==> src/rtl/pid_pkg.sv <==
package pid_pkg;

  typedef enum logic {
    LOOP_OPEN   = 1'b0,
    LOOP_CLOSED = 1'b1
  } loop_mode_e;

  function automatic int max3(input int a, input int b, input int c);
    int m;
    m = (a > b) ? a : b;
    return (m > c) ? m : c;
  endfunction

endpackage

==> src/rtl/pid_err_stage.sv <==
module pid_err_stage #(
  parameter int DW = 8,
  parameter int IW = 16,
  localparam int EW = DW + 1,
  localparam int DEW = DW + 2
) (
  input  logic                  clk,
  input  logic                  rst_n,
  input  logic                  en,
  input  logic                  mode_chg,
  input  logic                  take,
  input  logic                  stall,
  input  logic [DW-1:0]         setpoint,
  input  logic [DW-1:0]         speed,
  input  logic                  duty_hi,
  input  logic                  duty_lo,
  output logic signed [EW-1:0]  e_q,
  output logic signed [IW-1:0]  integ,
  output logic signed [DEW-1:0] de_q,
  output logic                  a_valid
);

  logic signed [EW-1:0]  err;
  logic signed [EW-1:0]  prev_e;
  logic signed [IW:0]    i_sum;
  logic signed [IW-1:0]  i_sat;
  logic signed [IW-1:0]  i_next;
  logic signed [DEW-1:0] de;
  logic                  err_pos;
  logic                  err_neg;
  logic                  wind;
  logic                  upd;

  always_comb begin
    err     = $signed({1'b0, setpoint}) - $signed({1'b0, speed});
    err_neg = err[EW-1];
    err_pos = !err[EW-1] && (err != '0);
    wind    = (duty_hi && err_pos) || (duty_lo && err_neg);
    i_sum   = (IW+1)'(integ) + (IW+1)'(err);
    if (i_sum[IW] != i_sum[IW-1])
      i_sat = {i_sum[IW], {(IW-1){~i_sum[IW]}}};
    else
      i_sat = i_sum[IW-1:0];
    i_next  = wind ? integ : i_sat;
    de      = DEW'(err) - DEW'(prev_e);
    upd     = take && !stall && en && !mode_chg;
  end

  always_ff @(posedge clk or negedge rst_n) begin
    if (!rst_n) begin
      integ   <= '0;
      prev_e  <= '0;
      e_q     <= '0;
      de_q    <= '0;
      a_valid <= 1'b0;
    end else if (mode_chg || !en) begin
      integ   <= '0;
      prev_e  <= '0;
      a_valid <= 1'b0;
    end else begin
      a_valid <= upd;
      if (upd) begin
        integ  <= i_next;
        prev_e <= err;
        e_q    <= err;
        de_q   <= de;
      end
    end
  end

  AST_STALL_HOLD: assert property (@(posedge clk) disable iff (!rst_n)
    (take && stall && !mode_chg) |=> ($stable(integ) && $stable(prev_e)));

  AST_MODE_CLEAR: assert property (@(posedge clk) disable iff (!rst_n)
    mode_chg |=> (integ == '0 && prev_e == '0));

  AST_WINDUP_HOLD: assert property (@(posedge clk) disable iff (!rst_n)
    (take && !stall && en && !mode_chg && duty_hi && err_pos) |=> $stable(integ));

endmodule

==> src/rtl/pid_mult_stage.sv <==
module pid_mult_stage #(
  parameter int GW = 16,
  parameter int EW = 9,
  parameter int IW = 16,
  parameter int DEW = 10,
  localparam int PW = GW + 1 + EW,
  localparam int IPW = GW + 1 + IW,
  localparam int DPW = GW + 1 + DEW
) (
  input  logic                  clk,
  input  logic                  rst_n,
  input  logic                  mode_chg,
  input  logic                  a_valid,
  input  logic [GW-1:0]         kp,
  input  logic [GW-1:0]         ki,
  input  logic [GW-1:0]         kd,
  input  logic signed [EW-1:0]  e_q,
  input  logic signed [IW-1:0]  integ,
  input  logic signed [DEW-1:0] de_q,
  output logic signed [PW-1:0]  p_q,
  output logic signed [IPW-1:0] i_q,
  output logic signed [DPW-1:0] d_q,
  output logic                  b_valid
);

  logic signed [GW:0] kp_s, ki_s, kd_s;

  always_comb begin
    kp_s = $signed({1'b0, kp});
    ki_s = $signed({1'b0, ki});
    kd_s = $signed({1'b0, kd});
  end

  always_ff @(posedge clk or negedge rst_n) begin
    if (!rst_n) begin
      p_q     <= '0;
      i_q     <= '0;
      d_q     <= '0;
      b_valid <= 1'b0;
    end else begin
      b_valid <= a_valid && !mode_chg;
      if (a_valid) begin
        p_q <= PW'(kp_s) * PW'(e_q);
        i_q <= IPW'(ki_s) * IPW'(integ);
        d_q <= DPW'(kd_s) * DPW'(de_q);
      end
    end
  end

endmodule

==> src/rtl/pid_sum_stage.sv <==
module pid_sum_stage #(
  parameter int DW = 8,
  parameter int FRAC = 8,
  parameter int PW = 26,
  parameter int IPW = 33,
  parameter int DPW = 27,
  localparam int SW = pid_pkg::max3(PW, IPW, DPW) + 2
) (
  input  logic                  clk,
  input  logic                  rst_n,
  input  logic                  en,
  input  logic                  b_valid,
  input  logic [DW-1:0]         setpoint,
  input  logic signed [PW-1:0]  p_q,
  input  logic signed [IPW-1:0] i_q,
  input  logic signed [DPW-1:0] d_q,
  output logic [DW-1:0]         duty
);

  logic signed [SW-1:0] sum;
  logic signed [SW-1:0] scaled;
  logic [DW-1:0]        sat;

  always_comb begin
    sum    = SW'(p_q) + SW'(i_q) + SW'(d_q);
    scaled = sum >>> FRAC;
    if (scaled[SW-1])
      sat = '0;
    else if (|scaled[SW-2:DW])
      sat = '1;
    else
      sat = scaled[DW-1:0];
  end

  always_ff @(posedge clk or negedge rst_n) begin
    if (!rst_n)
      duty <= '0;
    else if (!en)
      duty <= setpoint;
    else if (b_valid)
      duty <= sat;
  end

  AST_HOLD_BETWEEN: assert property (@(posedge clk) disable iff (!rst_n)
    (en && !b_valid) |=> $stable(duty));

endmodule

==> src/rtl/evt_pid_speed.sv <==
module evt_pid_speed #(
  parameter int DW = 8,
  parameter int GW = 16,
  parameter int FRAC = 8,
  parameter int IW = 16
) (
  input  logic          clk,
  input  logic          rst_n,
  input  logic          loop_en,
  input  logic [DW-1:0] setpoint,
  input  logic [GW-1:0] kp,
  input  logic [GW-1:0] ki,
  input  logic [GW-1:0] kd,
  input  logic          stall,
  input  logic          s_valid,
  output logic          s_ready,
  input  logic [DW-1:0] s_speed,
  output logic [DW-1:0] duty
);
  import pid_pkg::*;

  localparam int EW  = DW + 1;
  localparam int DEW = DW + 2;
  localparam int PW  = GW + 1 + EW;
  localparam int IPW = GW + 1 + IW;
  localparam int DPW = GW + 1 + DEW;

  loop_mode_e mode, mode_q;
  logic       mode_chg;
  logic       take;
  logic       a_valid, b_valid;

  logic signed [EW-1:0]  e_q;
  logic signed [IW-1:0]  integ;
  logic signed [DEW-1:0] de_q;
  logic signed [PW-1:0]  p_q;
  logic signed [IPW-1:0] i_q;
  logic signed [DPW-1:0] d_q;

  always_comb begin
    mode     = loop_en ? LOOP_CLOSED : LOOP_OPEN;
    mode_chg = (mode != mode_q);
    s_ready  = !(a_valid || b_valid);
    take     = s_valid && s_ready;
  end

  always_ff @(posedge clk or negedge rst_n) begin
    if (!rst_n) mode_q <= LOOP_OPEN;
    else        mode_q <= mode;
  end

  pid_err_stage #(.DW(DW), .IW(IW)) u_err (
    .clk(clk), .rst_n(rst_n), .en(loop_en), .mode_chg(mode_chg),
    .take(take), .stall(stall), .setpoint(setpoint), .speed(s_speed),
    .duty_hi(duty == {DW{1'b1}}), .duty_lo(duty == '0),
    .e_q(e_q), .integ(integ), .de_q(de_q), .a_valid(a_valid)
  );

  pid_mult_stage #(.GW(GW), .EW(EW), .IW(IW), .DEW(DEW)) u_mult (
    .clk(clk), .rst_n(rst_n), .mode_chg(mode_chg), .a_valid(a_valid),
    .kp(kp), .ki(ki), .kd(kd), .e_q(e_q), .integ(integ), .de_q(de_q),
    .p_q(p_q), .i_q(i_q), .d_q(d_q), .b_valid(b_valid)
  );

  pid_sum_stage #(.DW(DW), .FRAC(FRAC), .PW(PW), .IPW(IPW), .DPW(DPW)) u_sum (
    .clk(clk), .rst_n(rst_n), .en(loop_en), .b_valid(b_valid),
    .setpoint(setpoint), .p_q(p_q), .i_q(i_q), .d_q(d_q), .duty(duty)
  );

  AST_BUSY_NO_READY: assert property (@(posedge clk) disable iff (!rst_n)
    (take && loop_en && !stall && !mode_chg) |=> !s_ready);

endmodule

==> config.mk <==
export PLATFORM = sky130hd
export DESIGN_NAME = evt_pid_speed
export DESIGN_NICKNAME = d
export VERILOG_FILES = /design/src/rtl/pid_pkg.sv /design/src/rtl/pid_err_stage.sv /design/src/rtl/pid_mult_stage.sv /design/src/rtl/pid_sum_stage.sv /design/src/rtl/evt_pid_speed.sv
export SDC_FILE = /design/constraint.sdc
export NUM_CORES = 2
export LEC_CHECK = 0
export BUFFER_PORTS_ARGS = -buffer_cell sky130_fd_sc_hd__buf_2
export CAP_MARGIN = 20
export CORE_MARGIN = 4
export CORE_UTILIZATION = 52
export CTS_CLUSTER_DIAMETER = 200
export DETAILED_ROUTE_END_ITERATION = 12
export GPL_ROUTABILITY_DRIVEN = 1
export PLACE_DENSITY = 0.72
export SLEW_MARGIN = 20
export SYNTH_ARGS = -nofsm -noshare
export SYNTH_HDL_FRONTEND = slang
export SYNTH_SLANG_ARGS = --single-unit
==> constraint.sdc <==
create_clock -name clk -period 8.2 [get_ports clk]
set_clock_uncertainty 0.15 [all_clocks]
set_input_delay 2.46 -clock clk [delete_from_list [all_inputs] [get_ports clk]]
set_output_delay 2.46 -clock clk [all_outputs]
set_load 0.05 [all_outputs]
After elaboration in Yosys (flattened, before gate mapping) --
Index checks and enable logic that the tools add are counted.
Word-level totals: register bits 141, input bits 69, output and inout bits 9, logic and storage cells 60
Cells by class: add/subtract/negate cells 5, $mul 3, equal/unequal tests 5, multiplexer cells 12, bitwise logic cells 2, reduce and logical (&&, ||, !) cells 22
Operators with widths (number):
- $mux 16 | 4
- $add 34x27->35 | 1
- $add 26x33->34 | 1
- $mul 17x16->33 | 1
- $mux 8 | 4
- $mul 17x10->27 | 1
- $mul 17x9->26 | 1
- $reduce_or 19->1 | 1
- $mux 9 | 2
- $add 16x9->17 | 1
- $sub 9x9->10 | 1
- $reduce_bool 9->1 | 1
- $sub 8x8->9 | 1
- $eq 8x8->1 const B | 1
- $logic_and 1x1->1 | 8
- $logic_not 8->1 | 1
- $logic_not 1->1 | 5
- $reduce_and 2->1 | 2
- $logic_or 1x1->1 | 3
- $mux 1 | 2
- $ne 1x1->1 | 2
- $ne 2x1->1 const B | 1
- $ne 2x2->1 const B | 1
- $not 1->1 | 2
- $reduce_bool 2->1 | 1

Logic depth before layout (Yosys ltp) --
depth after elaboration 8, depth in mapped cells 24, gate-level depth less buffers 22

By module --
From an unflattened synthesis, not the netlist that was laid out.
Second synthesis, totals: cells, all modules 3367, area total of the unflattened synthesis 29407.0 um2
By module, submodules not included:
- pid_mult_stage | times used 1, cells each 2449, area each 22290.1 um2, sequential area each 2177.1 um2
- pid_sum_stage | times used 1, cells each 524, area each 3688.5 um2, sequential area each 200.2 um2
- pid_err_stage | times used 1, cells each 384, area each 3349.5 um2, sequential area each 1126.1 um2
- evt_pid_speed | times used 1, cells each 10, area each 78.8 um2, sequential area each 25.0 um2

Worst setup path before layout --
OpenSTA, ideal clock, no wires.
path type input to register, start point input port ki[11], end point register u_mult.i_q[30], library setup time 0.125 ns, arrival time 8.084 ns, required time 7.925 ns, slack -0.159 ns, stages on the path 21, buffers on the path 1, cells stage by stage clkbuf_1 > nand2_1 > fa_1 > fa_1 > fa_1 > inv_1 > fa_1 > fa_1 > inv_1 > fa_1 > inv_1 > ha_1 > and3_1 > a221oi_1 > nand2b_1 > o21ai_0 > o31ai_1 > o2111ai_1 > a31oi_1 > xor2_1 > mux2_2
Between the ends: word-level cells in the longest chain between the ends 1
Ends and longest elaborated chain:
- start: declaration | line evt_pid_speed.sv:12 | input logic [GW-1:0] ki,
- $mul 17x16->33 | line pid_mult_stage.sv:44 | i_q <= IPW'(ki_s) * IPW'(integ);
- end signal: assignment | line pid_mult_stage.sv:44
- end: declaration | line pid_mult_stage.sv:21 | output logic signed [IPW-1:0] i_q,
Every way passes these cells. A chain may end at the register's enable or synchronous reset.

Worst setup path in the final report --
start point input port ki[9], end point register u_mult.i_q[29]
Same word-level chain as after synthesis.

==> out/qor.csv <==
stage;metric;value;unit
logic_synthesis;Synth Area per Inst;8.99;um^2
sta;Tcrit/Tclk final;0.980;
routing;Initial DRC Count;1439;
clocking;CTS Buffer Depth;2;
place;gpl congestion;0.914;
layout;Layout area overhead;8.57;%
logic_synthesis;Synth Flop Type;dfrtp_1;
global_route;GRT busiest layer;met2;
floorplanning;core footprint;0.0540;mm^2
layout;nets;4104;
pwr;VDD IR-drop max;0.365;mV
floorplanning;die footprint;0.0587;mm^2
place;DP Cell Count;3933;
place;I/O Buffers;77;
layout;Filler Cell Count;4765;
sta;Final Setup Violations;0;
sta;Fin. Hold Viols;0;
worst_setup_path;Critical Path AT;8250;ps
worst_setup_path;most used cell, CP;fa_1;
worst_setup_path;largest delay contributor family on the critical path;adder cells;
worst_setup_path;startpoint types;input port;
global_route;first-pass GRT wire length;116000;um
clocking;clock transition at the registers of the reported paths;60;ps
sta;worst setup margin;165;ps
clocking;CTS root buf;clkbuf_16;
clocking;Num CTS Buffers;17;
routing;routed via count;21900;
worst_setup_path;crit-path max FO;7;
routing;drt total wl;69600;um
global_route;met1 Use GR;0.332;
place;HPWL after DPL;57200;um
clocking;Worst-Skew Late Latency;440;ps
global_route;M2 GR Usage;0.406;
worst_setup_path;Buf/Inv on CP;7;
global_route;vias in the first global route;22600;
logic_synthesis;Post-Syn Nets;4020;
logic_synthesis;Synth async-reset ratio;1.00;
worst_setup_path;Worst Path Required;8420;ps
logic_synthesis;Synth Warn #;0;
layout;layout cells sized above 1;0.108;
routing;first-pass detailed-route iteration total;5;
logic_synthesis;Mapped Cells;3176;
logic_synthesis;Seq cells post-synth;141;
worst_setup_path;Setup crit end kind;flip-flop;
pwr;Power Dens Cells;335;mW/mm^2
routing;drt drc;0;
floorplanning;Ports;78;
routing;via/cell ratio;5.52;
global_route;initial antenna violation count;1;
floorplanning;die span in y;242;um
sta;relative slew slack;0.316;
routing;WL per Instance;17.5;um
global_route;largest net degree at the start of global routing;80;
logic_synthesis;synth unique cells;84;
clocking;H-tree depth;4;
sta;Fin Hold WS;369;ps
place;pre-CTS WS;-537;ps
clocking;# clock sinks;141;
layout;Finished Core Util;0.574;
routing;post-route ant nets;0;
worst_setup_path;critical path type;in2reg;
run_status;status;finished clean;
sta;fmax;124;MHz
layout;non-filler cells, final;3970;
logic_synthesis;post-synthesis sequential area ratio;0.124;
worst_setup_path;Largest stage delay, worst path;520;ps
job;max_cap viols;0;
logic_synthesis;synthesized area;0.0285;mm^2
global_route;met3 usage;0.0360;
clocking;CTS tree;yes;
sta;Final Max Slew Viols;0;
worst_hold_path;Worst Hold Class;reg2reg;
worst_setup_path;slowest stage cell, crit path;fa_1;
global_route;grt total ovfl;0;
floorplanning;num rows;85;
logic_synthesis;Post-synth EDFFs;0;
pwr;Pleak;15.9;nW
sta;worst slew pin tran;1030;ps
sta;Final Critical Period;8040;ps
worst_setup_path;worst path cell trace;clkbuf_4 > and2_4 > fa_1 > inv_1 > fa_1 > fa_1 > inv_1 > fa_1 > fa_1 > inv_1 > fa_1 > inv_1 > ha_1 > and3_4 > a221oi_4 > nand2b_4 > o21ai_2 > buf_6 > a211oi_1 > o41ai_1 > buf_4 > a21boi_4 > or3_1 > nand3_1;
global_route;GRT Total Usage;0.242;
clocking;hold buffer count at CTS;0;
floorplanning;die width;242;um
floorplanning;Initial Util;0.528;
cell type report:
type	instances	area, um^2	share of cell area
inverters	550	2060	0.0666
clock buffers	18	429	0.0139
well taps	696	871	0.0281
repair buffers	189	1270	0.0411
diodes	1	2.50	0.0000808
clock inverters	14	174	0.00561
flip-flops and latches	141	3530	0.114
multi-input cells	2361	22600	0.731
cells in the mapped netlist (60+ instances only):
cell      number  area share
nor2_1       110       0.014
o21ai_0       86       0.015
fa_1         439        0.31
inv_1        546       0.072
mux2_2        60       0.024
dfrtp_1      141        0.12
clkbuf_1     115       0.015
xnor2_1       66       0.020
and2_1       248       0.054
a21oi_1      117       0.021
nand2_1      391       0.051
ha_1         336        0.15
layout by cell type (no fill, tap or decap), types with 15 or more instances in the layout:
cell type  count
a21o_1        40
a21oi_1      114
a31oi_1       16
and2_1       241
buf_2         71
buf_4        107
clkbuf_16     17
dfrtp_1      140
fa_1         435
ha_1         333
inv_1        545
mux2_2        60
nand2_1      391
nand2b_1      48
nand3_1       31
nand4_1       15
nor2_1       110
nor2b_1       27
nor3_1        36
o21a_1        25
o21ai_0       83
xnor2_1       66
xor2_1        23
worst register-to-register path: stages (launching register included):
cell	delay [ps]
dfrtp_1	690
and2_4	350
fa_1	520
inv_1	50
fa_1	450
fa_1	440
fa_1	480
inv_1	60
fa_1	530
inv_1	50
fa_1	480
inv_1	40
ha_1	300
and3_4	200
a221oi_4	360
nand2b_4	90
o21ai_2	150
buf_6	130
a211oi_1	60
o41ai_1	390
buf_4	200
a21boi_4	70
or3_1	340
nand3_1	80
path summary, 6_finish.rpt:
path | from | cells after the start | slack, ps | end
setup / recovery | ki[9] | 24 | 160 | u_mult.i_q[29]
hold / removal | u_mult.i_q[27] | 1 | 370 | u_mult.i_q[27]
setup reg to reg | u_err.integ[4] | 23 | 1460 | u_mult.i_q[29]
hold reg to reg | u_mult.i_q[27] | 1 | 370 | u_mult.i_q[27]
max in group asynchronous | rst_n | 2 | 4490 | u_err.a_valid
min in group asynchronous | rst_n | 1 | 1890 | u_mult.i_q[32]
flip-flops by register name (all words and copies together) (netlist names):
name            count
u_sum.duty          8
u_err.prev_e        9
u_err.integ        16
u_mult.i_q         33
u_err.a_valid       1
u_err.e_q           9
u_mult.p_q         26
u_mult.b_valid      1
u_mult.d_q         27
u_err.de_q         10
mode_q              1
timing repair:
item,4_1_cts,5_1_grt
endpoints found under the setup margin,4,7
buffers inserted,0,4
gates resized for setup,1,45
endpoints found under the hold margin,0,0
pin swaps,1,19
kinds of logic after synthesis:
family	Yosys count	synth area share
and+or+nand+nor	985	0.172
adders and majority gates	788	0.460
buffers and inverters	674	0.0889
AOI/OAI and AO/OA	431	0.102
DFF	141	0.124
xor gates and xnor gates	90	0.0276
muxes	67	0.0261
stage by stage:
stage / instance area [um^2] / TNS, ps / power [mW]
floorplan: 28500 / 0 / 7.28
global placement: 30200 / -2350 / 9.36
detailed placement: 30200 / -3530 / 9.46
CTS: 30800 / 0 / 10.4
global route: 31000 / -114 / 11.6
finish: 31000 / 0 / 10.4
where the power goes:
part / internal, mW / switching, mW / total [mW] / leakage [nW]
Combinational: 3.59 / 4.80 / 8.39 / 13.8
Clock: 0.461 / 0.339 / 0.800 / 0.294
Sequential: 0.852 / 0.344 / 1.20 / 1.82
Total: 4.91 / 5.48 / 10.4 / 15.9
metal layers:
metal,part of all wire,vias to the layer above
met5,0,-
met4,0.021,0
met3,0.057,97
met2,0.48,574
met1,0.44,10900
li1,-,10300
No activity file was read; power rests on OpenSTA's default activity.
